`src/rtl/refdiv_pkg.sv`:
```
package refdiv_pkg;

    localparam int RATIO_W = 7;

    typedef enum logic [1:0] {
        LVL_LOW  = 2'b00,
        LVL_HIGH = 2'b01,
        LVL_MID  = 2'b10
    } lvl_e;

    // Code 2'b11 folds onto the mid level.
    function automatic lvl_e to_level(input logic [1:0] code);
        case (code)
            2'b00:   return LVL_LOW;
            2'b01:   return LVL_HIGH;
            default: return LVL_MID;
        endcase
    endfunction

    function automatic logic [RATIO_W-1:0] ratio_lookup(input lvl_e a, input lvl_e b);
        case ({a, b})
            {LVL_LOW,  LVL_LOW }: return RATIO_W'(32);
            {LVL_LOW,  LVL_HIGH}: return RATIO_W'(33);
            {LVL_LOW,  LVL_MID }: return RATIO_W'(36);
            {LVL_HIGH, LVL_LOW }: return RATIO_W'(48);
            {LVL_HIGH, LVL_HIGH}: return RATIO_W'(49);
            {LVL_HIGH, LVL_MID }: return RATIO_W'(35);
            {LVL_MID,  LVL_LOW }: return RATIO_W'(64);
            {LVL_MID,  LVL_HIGH}: return RATIO_W'(65);
            {LVL_MID,  LVL_MID }: return RATIO_W'(63);
            default:              return RATIO_W'(32);
        endcase
    endfunction

    function automatic logic ratio_legal(input logic [RATIO_W-1:0] r);
        return r inside {RATIO_W'(32), RATIO_W'(33), RATIO_W'(35), RATIO_W'(36),
                         RATIO_W'(48), RATIO_W'(49), RATIO_W'(63), RATIO_W'(64),
                         RATIO_W'(65)};
    endfunction

    typedef struct packed {
        logic [RATIO_W-1:0] cnt;
        logic [RATIO_W-1:0] ratio;
    } cnt_state_t;

    typedef struct packed {
        logic pulse;
        logic square;
    } out_state_t;

endpackage

```
`src/rtl/refdiv_decode.sv`:
```
module refdiv_decode
    import refdiv_pkg::*;
#(
    parameter int NUM_SEL = 2,
    parameter int W       = RATIO_W
) (
    input  logic [NUM_SEL*2-1:0] sel_codes_i,
    output logic [W-1:0]         ratio_o
);

    lvl_e level [NUM_SEL];

    for (genvar g = 0; g < NUM_SEL; g++) begin : g_level
        always_comb level[g] = to_level(sel_codes_i[g*2 +: 2]);
    end

    always_comb begin
        ratio_o = W'(ratio_lookup(level[NUM_SEL-1], level[0]));
        assert_decode_legal_R1: assert (ratio_legal(RATIO_W'(ratio_o)));
    end

endmodule

```
`src/rtl/refdiv_counter.sv`:
```
module refdiv_counter
    import refdiv_pkg::*;
#(
    parameter int W = RATIO_W
) (
    input  logic         clk_i,
    input  logic         rst_i,
    input  logic [W-1:0] ratio_sel_i,
    output logic [W-1:0] cnt_o,
    output logic [W-1:0] ratio_o,
    output logic         wrap_o
);

    cnt_state_t state_d, state_q;

    always_comb begin
        state_d = state_q;
        wrap_o  = (state_q.cnt == '0);
        if (rst_i || wrap_o) begin
            state_d.cnt   = ratio_sel_i - W'(1);
            state_d.ratio = ratio_sel_i;
        end else begin
            state_d.cnt = state_q.cnt - W'(1);
        end
    end

    always_ff @(posedge clk_i) begin
        state_q <= state_d;
    end

    assign cnt_o   = state_q.cnt;
    assign ratio_o = state_q.ratio;

    assert_reload_R4: assert property (@(posedge clk_i) disable iff (rst_i)
        wrap_o |=> (cnt_o == $past(ratio_sel_i) - W'(1)));

    assert_count_down_R3: assert property (@(posedge clk_i) disable iff (rst_i)
        !wrap_o |=> (cnt_o == $past(cnt_o) - W'(1)));

    assert_ratio_legal_R7: assert property (@(posedge clk_i) disable iff (rst_i)
        ratio_legal(RATIO_W'(ratio_o)));

endmodule

```
`src/rtl/refdiv_outstage.sv`:
```
module refdiv_outstage
    import refdiv_pkg::*;
#(
    parameter int W = RATIO_W
) (
    input  logic         clk_i,
    input  logic         rst_i,
    input  logic         wrap_i,
    input  logic [W-1:0] cnt_i,
    input  logic [W-1:0] ratio_i,
    output logic         pulse_o,
    output logic         square_o
);

    out_state_t out_d, out_q;

    always_comb begin
        out_d = out_q;
        if (rst_i) begin
            out_d.pulse  = 1'b0;
            out_d.square = 1'b0;
        end else begin
            out_d.pulse = wrap_i;
            if (wrap_i) begin
                out_d.square = 1'b1;
            end else if (cnt_i == (ratio_i >> 1)) begin
                out_d.square = 1'b0;
            end
        end
    end

    always_ff @(posedge clk_i) begin
        out_q <= out_d;
    end

    assign pulse_o  = out_q.pulse;
    assign square_o = out_q.square;

    assert_pulse_single_R3: assert property (@(posedge clk_i) disable iff (rst_i)
        pulse_o |=> !pulse_o);

    assert_square_rise_R5: assert property (@(posedge clk_i) disable iff (rst_i)
        $rose(square_o) |-> pulse_o);

endmodule

```
`src/rtl/refdiv_top.sv`:
```
module refdiv_top
    import refdiv_pkg::*;
(
    input  logic               clk_i,
    input  logic               rst_i,
    input  logic [1:0]         sel_a_i,
    input  logic [1:0]         sel_b_i,
    output logic               pulse_o,
    output logic               square_o,
    output logic [RATIO_W-1:0] ratio_o
);

    localparam int NUM_SEL = 2;

    logic [RATIO_W-1:0] ratio_sel;
    logic [RATIO_W-1:0] cnt;
    logic               wrap;

    refdiv_decode #(.NUM_SEL(NUM_SEL), .W(RATIO_W)) i_decode (
        .sel_codes_i ({sel_a_i, sel_b_i}),
        .ratio_o     (ratio_sel)
    );

    refdiv_counter #(.W(RATIO_W)) i_counter (
        .clk_i       (clk_i),
        .rst_i       (rst_i),
        .ratio_sel_i (ratio_sel),
        .cnt_o       (cnt),
        .ratio_o     (ratio_o),
        .wrap_o      (wrap)
    );

    refdiv_outstage #(.W(RATIO_W)) i_outstage (
        .clk_i    (clk_i),
        .rst_i    (rst_i),
        .wrap_i   (wrap),
        .cnt_i    (cnt),
        .ratio_i  (ratio_o),
        .pulse_o  (pulse_o),
        .square_o (square_o)
    );

    assert_ratio_stable_R4: assert property (@(posedge clk_i) disable iff (rst_i)
        (!pulse_o && !$past(rst_i)) |-> $stable(ratio_o));

endmodule

```
`config.mk`:
```
export PLATFORM = sky130hd
export DESIGN_NAME = refdiv_top
export DESIGN_NICKNAME = d
export VERILOG_FILES = /design/src/rtl/refdiv_pkg.sv /design/src/rtl/refdiv_decode.sv /design/src/rtl/refdiv_counter.sv /design/src/rtl/refdiv_outstage.sv /design/src/rtl/refdiv_top.sv
export SDC_FILE = /design/constraint.sdc
export NUM_CORES = 1
export LEC_CHECK = 0
export ABC_AREA = 1
export CORE_MARGIN = 10
export CORE_UTILIZATION = 50
export DETAILED_ROUTE_END_ITERATION = 7
export PLACE_DENSITY = 0.76
export RECOVER_POWER = 50
export SETUP_SLACK_MARGIN = 0.4
export SLEW_MARGIN = 20
export SYNTH_ARGS = -nofsm -noshare
export SYNTH_HDL_FRONTEND = slang
export SYNTH_SLANG_ARGS = --single-unit
export TNS_END_PERCENT = 30
```
`constraint.sdc`:
```
create_clock -name clk_i -period 4.1 [get_ports clk_i]
set_input_delay 0.82 -clock clk_i [delete_from_list [all_inputs] [get_ports clk_i]]
set_output_delay 0.82 -clock clk_i [all_outputs]
set_load 0.02 [all_outputs]
```
==> results.toml, run 1 <==
[cells_and_area]
fin_nets = 130
num_antenna_cells = 0
layout-drive-gt1-share = 0.172
layout_common_cells = "20 x nand2_1, 15 x inv_1, 12 x clkdlybuf4s50_1"
layout_commonest_cell = "nand2_1"
area.growth.synth_to_final_pct = 20.9

[sta]
tns_ns = 0
min_period_over_period = 0.655
setup_violations = 0
setup_slack_ns = 1.41
max_slew_margin = 0.443
hold_viol = 0
fin_skew_ns = 0.00390
finalMaxSlewViolations = 0
max_freq_mhz = 372
whs_ns = 0.493
grt_setup_unrepaired = "false"
period_minus_slack_ns = 2.69
worst_pin_slew_ns = 0.835

[global_routing]
grt_max_degree = 19
grt_pass1_wl_um = 2900
first_global_vias = 696
gr-usage-all-layers = 0.102
antenna_found_initial = 0
overflow = 0

[cts]
cts.sinks = 16
insertion_delay_ns = 0.29
cts_max_level = 1
root_buffer = "clkbuf_4"
cts_resized = 0
numCtsBuffers = 3
cts_tree = "built"
clockBufferDepth = 2
cts_hold_buffers = 0
postCtsSetupRepairBufs = 0
cts.clk_slew.worst_paths_ns = 0.09

[hold_path]
hold_path.class = "reg -> reg"
hold_depth = 1
hold_path_end = "i_outstage.square_o"
hp-start = "i_outstage.square_o"

[route]
viasPerCell = 4.78
drtIter0Drc = 12
wl_per_cell_um = 11.9
postRouteAntennaNets = 0
drt_first_pass_iters = 4
routed_wl_um = 1760
via_count = 702
drc = 0

[synthesis]
syn_avg_cell_area_um2 = 8.42
yosys_warnings = 0
syn_area_um2 = 885
ys_ff_latch = 16
syn_inst = 105
seq_area_frac_synth = 0.441
yosysUniqueCellTypes = 23
synthesis.nets = 112

[placement]
hpwlAfterDp_um = 1460
numPortBuffers = 14
place_congestion = 0.881
dpl_worst_slack_ns = 1.39

[setup_path]
worstPathRequired_ns = 4.29
cp.arrival_ns = 2.88
r2r-start = "i_counter.cnt_o[5]"
r2r_slack_ns = 1.96
path_max_fanout = 4
r2r_end = "i_counter.cnt_o[6]"
reg2reg_depth = 11
start_kind = "primary input"
worst_setup_path_end_kind = "flip-flop"
worstSetupPathType = "in -> reg"

[pwr]
p_leak_nw = 0.493
finalPower_w = 0.000465
peakVddDrop_v = 0.000232
p_per_area_nw_per_um2 = 434

[run]
cap_violations = 0

[outcome]
status = "completed"

[floorplan]
die_h_um = 62.1
core_um2 = 1710
rows = 15
ios = 15
die-area_um2 = 3850
die_x_um = 62.1
start_util = 0.518
[metrics by stage]
| stage | area [um^2] | utilization | cells |
|---|---|---|---|
| final | 1070 | 0.626 | 147 |
| after global routing | 1070 | 0.626 | 147 |
| after CTS | 1080 | 0.633 | 147 |
| after detailed placement | 1040 | 0.612 | 143 |
| after global placement | 1040 | 0.612 | 143 |
| after floorplan | 885 | - | 105 |
[critical path, cell delays in order]
cell and delay (ns):
dlygate4sd3_1 0.57, o21ai_0 0.36, o21ai_0 0.22, inv_2 0.09
nand2_2 0.05, nand2_1 0.16, ha_1 0.21, nand2_1 0.07
nor2_2 0.14, nand2_1 0.07, nand2_1 0.06, nand2_1 0.05
[synth_stat cells]
cell      count  area, um^2
a31o_1        1        8.76
buf_6         1        11.3
clkinv_1      1        3.75
dfxtp_1       9         180
edfxtp_1      7         210
ha_1          1        12.5
inv_1        15        56.3
inv_2         3        11.3
nand2_1      19        71.3
nand2_2       6        37.5
nand2_4       2        22.5
nand3_1       7        35.0
nand3_2       1        10.0
nand3b_1      2        15.0
nor2_1        8        30.0
nor2_2        3        18.8
nor3_1        2        10.0
o21ai_0       2        10.0
o21ai_1       1        5.00
o21ai_2       4        35.0
o21bai_2      1        11.3
xnor2_1       1        8.76
xor2_1        8        70.1
[sequential cells by signal, indices dropped and copies added, names as in the netlist]
register,cells
i_counter.cnt_o,7
i_counter.ratio_o,7
i_outstage.pulse_o,1
i_outstage.square_o,1
[report_power, final]
| part | switching (W) | internal, W | total, W | leakage [nW] |
|---|---|---|---|---|
| clock | 0.0000521 | 0.0000541 | 0.000106 | 0.0210 |
| sequential | 0.0000255 | 0.000193 | 0.000218 | 0.144 |
| combinational | 0.0000814 | 0.0000587 | 0.000140 | 0.327 |
[kinds of logic after synthesis]
kind of cell / share of synthesized area
compound gates: 0.0792
flops: 0.441
buf+inv: 0.0933
xor+xnor: 0.0891
fa+ha+maj: 0.0141
simple gates: 0.283
[worst max-delay path by stage]
stage	startpoint	endpoint	slack [ns]	depth (start not counted)
floorplan	rst_i	i_counter.cnt_o[6]	2.17	11
global placement	rst_i	i_counter.cnt_o[6]	1.47	11
detailed placement	rst_i	i_counter.cnt_o[6]	1.39	11
CTS	rst_i	i_counter.cnt_o[6]	1.70	11
global route	sel_a_i[1]	i_counter.cnt_o[6]	1.28	12
finish	sel_a_i[1]	i_counter.cnt_o[6]	1.41	12
[cell type report]
class	count	area, um^2
Fill cell	159	638
Multi-Input combinational cell	69	400
Timing Repair Buffer	14	140
Inverter	19	71.3
Sequential cell	16	390
Tap cell	25	31.3
Clock buffer	4	36.3
[metal layers]
metal  routed length [um]  up-vias  global-route usage
li1                     -      363                   -
met1                  793      326               0.110
met2                  860       11               0.173
met3                   81        2              0.0264
met4                   20        0              0.0669
met5                    0        -                   0
(Power assumes the default switching activity.)
==> run 2: changes to the inputs <==
--- a/config.mk
+++ b/config.mk
@@ -7,9 +7,9 @@
 export LEC_CHECK = 0
 export ABC_AREA = 1
 export CORE_MARGIN = 10
-export CORE_UTILIZATION = 50
+export CORE_UTILIZATION = 46
 export DETAILED_ROUTE_END_ITERATION = 7
-export PLACE_DENSITY = 0.76
+export PLACE_DENSITY = 0.74
 export RECOVER_POWER = 50
 export SETUP_SLACK_MARGIN = 0.4
 export SLEW_MARGIN = 20
==> constraint.sdc (replaced) <==
create_clock -name clk_i -period 2.42 [get_ports clk_i]
set_input_delay 0.484 -clock clk_i [delete_from_list [all_inputs] [get_ports clk_i]]
set_output_delay 0.484 -clock clk_i [all_outputs]
set_load 0.02 [all_outputs]
==> run 2 against run 1 <==
Net effect:
- worst setup slack got worse by 1.0 ns
- clock power rose by 65%
- die area rose by 5.9%
- cell count rose by 1.4%
- via count rose by 1.7%
- core utilization fell by 1.3 points
- sequential share of layout area fell by 0.79 points
- first-iteration DRC count rose to 2.9 times the previous value
- power rose by 69%
- critical path type unchanged
==> results.toml, run 2 (synthesized netlist as in run 1, its figures left out) <==
[placement]
dpl_worst_slack_ns = 0.205
numPortBuffers = 14
place_congestion = 0.788
dpl.cell_count = 144
dpl-instance-area_um2 = 1050
hpwlAfterDp_um = 1420

[setup_path]
path_common_cell = "nand2_1"
start_kind = "primary input"
path_cells = "dlygate4sd3_1, o21ai_2, o21ai_0, inv_2, nand2_2, nand2_4, ha_1, nand2_1, nor2_2, nand2_1, nand2_1, nand2_1"
max_stage_delay_ns = 0.60
cp.arrival_ns = 2.20
r2r_slack_ns = 0.73
worstPathRequired_ns = 2.62
path_max_fanout = 4
crit_slowest_cell = "dlygate4sd3_1"
worstSetupPathType = "in -> reg"
worst_setup_path_end_kind = "flip-flop"

[sta]
grt_setup_unrepaired = "false"
period_minus_slack_ns = 2.00
worst_pin_slew_ns = 0.335
setup_violations = 0
tns_ns = 0
max_freq_mhz = 499
min_period_over_period = 0.828
fin_skew_ns = 0.00611
max_slew_margin = 0.774
finalMaxSlewViolations = 0
setup_slack_ns = 0.415
hold_viol = 0

[floorplan]
die_h_um = 63.9
die-area_um2 = 4080
ios = 15
rows = 15
start_util = 0.496
die_x_um = 63.9
core_um2 = 1780

[outcome]
status = "completed"

[global_routing]
grt_max_degree = 14
top_usage_layer = "met2"
grt.met2_usage = 0.142
grt_pass1_wl_um = 3010
grt_use_met1 = 0.106
first_global_vias = 671
grt_use_met3 = 0.0296
gr-usage-all-layers = 0.0904
overflow = 0
antenna_found_initial = 0

[cts]
insertion_delay_ns = 0.29
cts_max_level = 1
cts.clk_slew.worst_paths_ns = 0.09
numCtsBuffers = 3
cts.sinks = 16
root_buffer = "clkbuf_4"
cts_resized = 0
cts_tree = "built"
clockBufferDepth = 2

[cells_and_area]
num_antenna_cells = 0
area.growth.synth_to_final_pct = 23.6
layout-drive-gt1-share = 0.194
layout_commonest_cell = "nand2_1"
layout_common_cells = "20 x nand2_1, 16 x inv_1, 12 x clkdlybuf4s50_1"
fin_area_um2 = 1090
post-route-util = 0.613
fin_nets = 132
final_cells = 149
fillers = 164

[pwr]
p_leak_nw = 0.508
p_per_area_nw_per_um2 = 718
peakVddDrop_v = 0.000419

[route]
viasPerCell = 4.79
postRouteAntennaNets = 0
drc = 0
drt_first_pass_iters = 4
via_count = 714
routed_wl_um = 1770
drtIter0Drc = 35
wl_per_cell_um = 11.9

[run]
cap_violations = 0

[hold_path]
hold_path.class = "reg -> reg"
[run 2: cell types whose count changed in the layout (fill, tap and decap cells not counted)]
| cell | delta |
|---|---|
| buf_4 | +2 |
| clkinv_1 | -1 |
| inv_1 | +1 |
| nand2_2 | -1 |
| nand2_4 | +1 |
| o21ai_0 | -1 |
| o21ai_2 | +1 |
[run 2: timing repair]
| item | 4_1_cts | 5_1_grt |
|---|---|---|
| setup endpoints to repair | 0 | 1 |
| setup buffers | 0 | 1 |
| hold buffers | 0 | 0 |
[run 2: stage by stage]
stage,total power [W],hold slack [ns]
after floorplan,0.000549,0.556
after global placement,0.000610,0.468
after detailed placement,0.000620,0.471
after CTS,0.000794,0.493
after global routing,0.000849,0.515
final,0.000786,0.487
[run 2: worst paths after layout]
path,endpoint,start,cells past startpoint
max,i_counter.cnt_o[6],sel_a_i[1],12
min,i_outstage.square_o,i_outstage.square_o,1
max reg2reg,i_counter.cnt_o[6],i_counter.cnt_o[2],11
min reg2reg,i_outstage.square_o,i_outstage.square_o,1
[run 2: final cells by class]
| cell class | count | area [um^2] | share of cell area |
|---|---|---|---|
| clock buffer | 4 | 36.3 | 0.0332 |
| inverter | 19 | 71.3 | 0.0652 |
| multi-input combinational | 69 | 409 | 0.374 |
| sequential | 16 | 390 | 0.357 |
| tap | 25 | 31.3 | 0.0286 |
| timing repair buffer | 16 | 155 | 0.142 |
[run 2: report_power, final]
part / leakage (nW) / switching (W) / internal [W] / total [W]
sequential: 0.144 / 0.0000420 / 0.000327 / 0.000369
combinational: 0.343 / 0.000139 / 0.000104 / 0.000242
clock: 0.0210 / 0.0000830 / 0.0000917 / 0.000175
total: 0.508 / 0.000264 / 0.000522 / 0.000786
[run 2: critical path, delay by kind of cell]
family                     cells  cell delay [ns]
adders and majority gates      1             0.18
and+or+nand+nor                7             0.54
AOI/OAI and AO/OA              2             0.32
buffers and inverters          2             0.67
[run 2: per-layer routing]
layer  routed length, um  vias to the layer above
met3                 134                        4
met1                 739                      321
li1                    -                      367
met2                 865                       22
met4                  29                        0
met5                   0                        -
==> run 3: changes to the inputs <==
--- a/config.mk
+++ b/config.mk
@@ -7,9 +7,9 @@
 export LEC_CHECK = 0
 export ABC_AREA = 1
 export CORE_MARGIN = 10
-export CORE_UTILIZATION = 46
+export CORE_UTILIZATION = 50
 export DETAILED_ROUTE_END_ITERATION = 7
-export PLACE_DENSITY = 0.74
+export PLACE_DENSITY = 0.76
 export RECOVER_POWER = 50
 export SETUP_SLACK_MARGIN = 0.4
 export SLEW_MARGIN = 20
==> constraint.sdc (replaced) <==
create_clock -name clk_i -period 2.1 [get_ports clk_i]
set_input_delay 0.42 -clock clk_i [delete_from_list [all_inputs] [get_ports clk_i]]
set_output_delay 0.42 -clock clk_i [all_outputs]
set_load 0.02 [all_outputs]
==> run 3 against run 2 <==
Net effect:
- worst setup slack worse by 0.029 ns
- critical path depth down 11
- non-clock buffer count up 3
- critical path type is now reg -> out
- hold slack worse by 0.12 ns
- largest cell class unchanged
- sequential power up 16%
- highest routed layer unchanged
- power up 19%
- die area down 5.5%
- critical endpoint is now ratio_o[1]
- via count down 0.70%
- clock skew up 0.0024 ns
- sequential cell count unchanged
==> results.toml, run 3 (synthesized netlist as in run 1, its figures left out) <==
[outcome]
status = "completed"

[setup_path]
endpoint = "ratio_o[1]"
r2r-start = "i_counter.cnt_o[0]"
worstPathRequired_ns = 1.68
worstSetupPathType = "reg -> out"
max_stage_delay_ns = 0.61
start_kind = "flip-flop"
crit_start = "i_counter.ratio_o[1]"
path_cells = "clkdlybuf4s50_1"
cp.arrival_ns = 1.29
crit_buf_inv = 1
r2r_end = "i_counter.cnt_o[6]"
path_max_fanout = 2
worst_setup_path_end_kind = "output port"
r2r_slack_ns = 0.42
reg2reg_depth = 11
crit_cells = 1
crit_slowest_cell = "clkdlybuf4s50_1"
crit_family = "buffers and inverters"

[cells_and_area]
final_cells = 152
fillers = 134
layout_commonest_cell = "nand2_1"
final-seq-area_um2 = 393
fin_nets = 135
num_antenna_cells = 0
post-route-util = 0.667
multi_input_comb_area_um2 = 423
layout-drive-gt1-share = 0.228
layout_common_cells = "21 x nand2_1, 14 x inv_1, 8 x nor2_1, 8 x xor2_1, 8 x clkdlybuf4s50_1"
area.growth.synth_to_final_pct = 28.9

[sta]
worst_pin_slew_ns = 0.357
period_minus_slack_ns = 1.71
max_freq_mhz = 583
finalMaxSlewViolations = 0
min_period_over_period = 0.816
hold_viol = 0
setup_violations = 0
grt_setup_unrepaired = "true"
fin_skew_ns = 0.00856
max_slew_margin = 0.760
whs_ns = 0.371

[floorplan]
start_util = 0.518
die-area_um2 = 3850
rows = 15
ios = 15
die_x_um = 62.1
core_um2 = 1710
die_h_um = 62.1

[cts]
clockBufferDepth = 2
cts.clk_slew.worst_paths_ns = 0.10
insertion_delay_ns = 0.30
root_buffer = "clkbuf_4"
cts.sinks = 16
cts_hold_buffers = 0
cts_tree = "built"
numCtsBuffers = 3
cts_max_level = 1

[global_routing]
top_usage_layer = "met2"
grt_pass1_wl_um = 2800
gr-usage-all-layers = 0.0995
first_global_vias = 662
overflow = 0
grt_max_degree = 14
antenna_found_initial = 0
grt_use_met3 = 0.0325
grt_use_met1 = 0.107
grt.met2_usage = 0.171

[pwr]
p_leak_nw = 0.555
p_per_area_nw_per_um2 = 823
peakVddDrop_v = 0.000480

[run]
cap_violations = 0

[placement]
numPortBuffers = 14
place_congestion = 0.771
dpl.cell_count = 147
hpwlAfterDp_um = 1440

[route]
drc = 0
postRouteAntennaNets = 0
routed_wl_um = 1850
drtIter0Drc = 17
drt_first_pass_iters = 4
via_count = 709
wl_per_cell_um = 12.2
viasPerCell = 4.66

[hold_path]
hold_path.class = "in -> reg"
==> run 3: power breakdown <==
group | internal, W | total, W | switching [W] | leakage [nW]
combinational | 0.000127 | 0.000297 | 0.000170 | 0.390
sequential | 0.000380 | 0.000429 | 0.0000493 | 0.144
clock | 0.000106 | 0.000212 | 0.000106 | 0.0210
==> run 3: how the worst min path moves through the flow <==
stage,startpoint,endpoint,slack (ns),depth (start not counted)
after floorplan,rst_i,i_outstage.pulse_o,0.50,1
after global placement,i_outstage.square_o,i_outstage.square_o,0.47,1
after detailed placement,i_outstage.square_o,i_outstage.square_o,0.48,1
after CTS,i_outstage.square_o,i_outstage.square_o,0.50,1
after global routing,rst_i,i_outstage.pulse_o,0.39,2
final,rst_i,i_outstage.pulse_o,0.37,2
==> run 3: layout make-up <==
type | instances | share of cell area
clock buffer | 4 | 0.0318
tap | 25 | 0.0274
multi-input combinational | 69 | 0.371
inverter | 19 | 0.0626
sequential | 16 | 0.345
timing repair buffer | 19 | 0.162
==> run 3: routing by layer <==
layer | vias to the layer above | part of all wire
li1 | 373 | -
met1 | 319 | 0.44
met2 | 13 | 0.50
met3 | 4 | 0.050
met4 | 0 | 0.014
met5 | - | 0
==> run 3: repair_timing <==
| action | 4_1_cts | 5_1_grt |
|---|---|---|
| pin swaps | 0 | 5 |
| gates resized for setup | 4 | 12 |
| cloned | 0 | 0 |
| endpoints found under the setup margin | 8 | 8 |
| setup buffers | 0 | 1 |
==> run 3: metrics by stage <==
| step | power, W | worst slack (ns) | setup TNS [ns] | area [um^2] |
|---|---|---|---|---|
| 2_1_floorplan | 0.000633 | 0.523 | 0 | 885 |
| 3_3_place_gp | 0.000708 | 0.0624 | 0 | 1070 |
| 3_5_place_dp | 0.000718 | -0.00960 | -0.00960 | 1070 |
| 4_1_cts | 0.000922 | 0.376 | 0 | 1110 |
| 5_1_grt | 0.000991 | 0.300 | 0 | 1140 |
| 6_report | 0.000938 | 0.386 | 0 | 1140 |
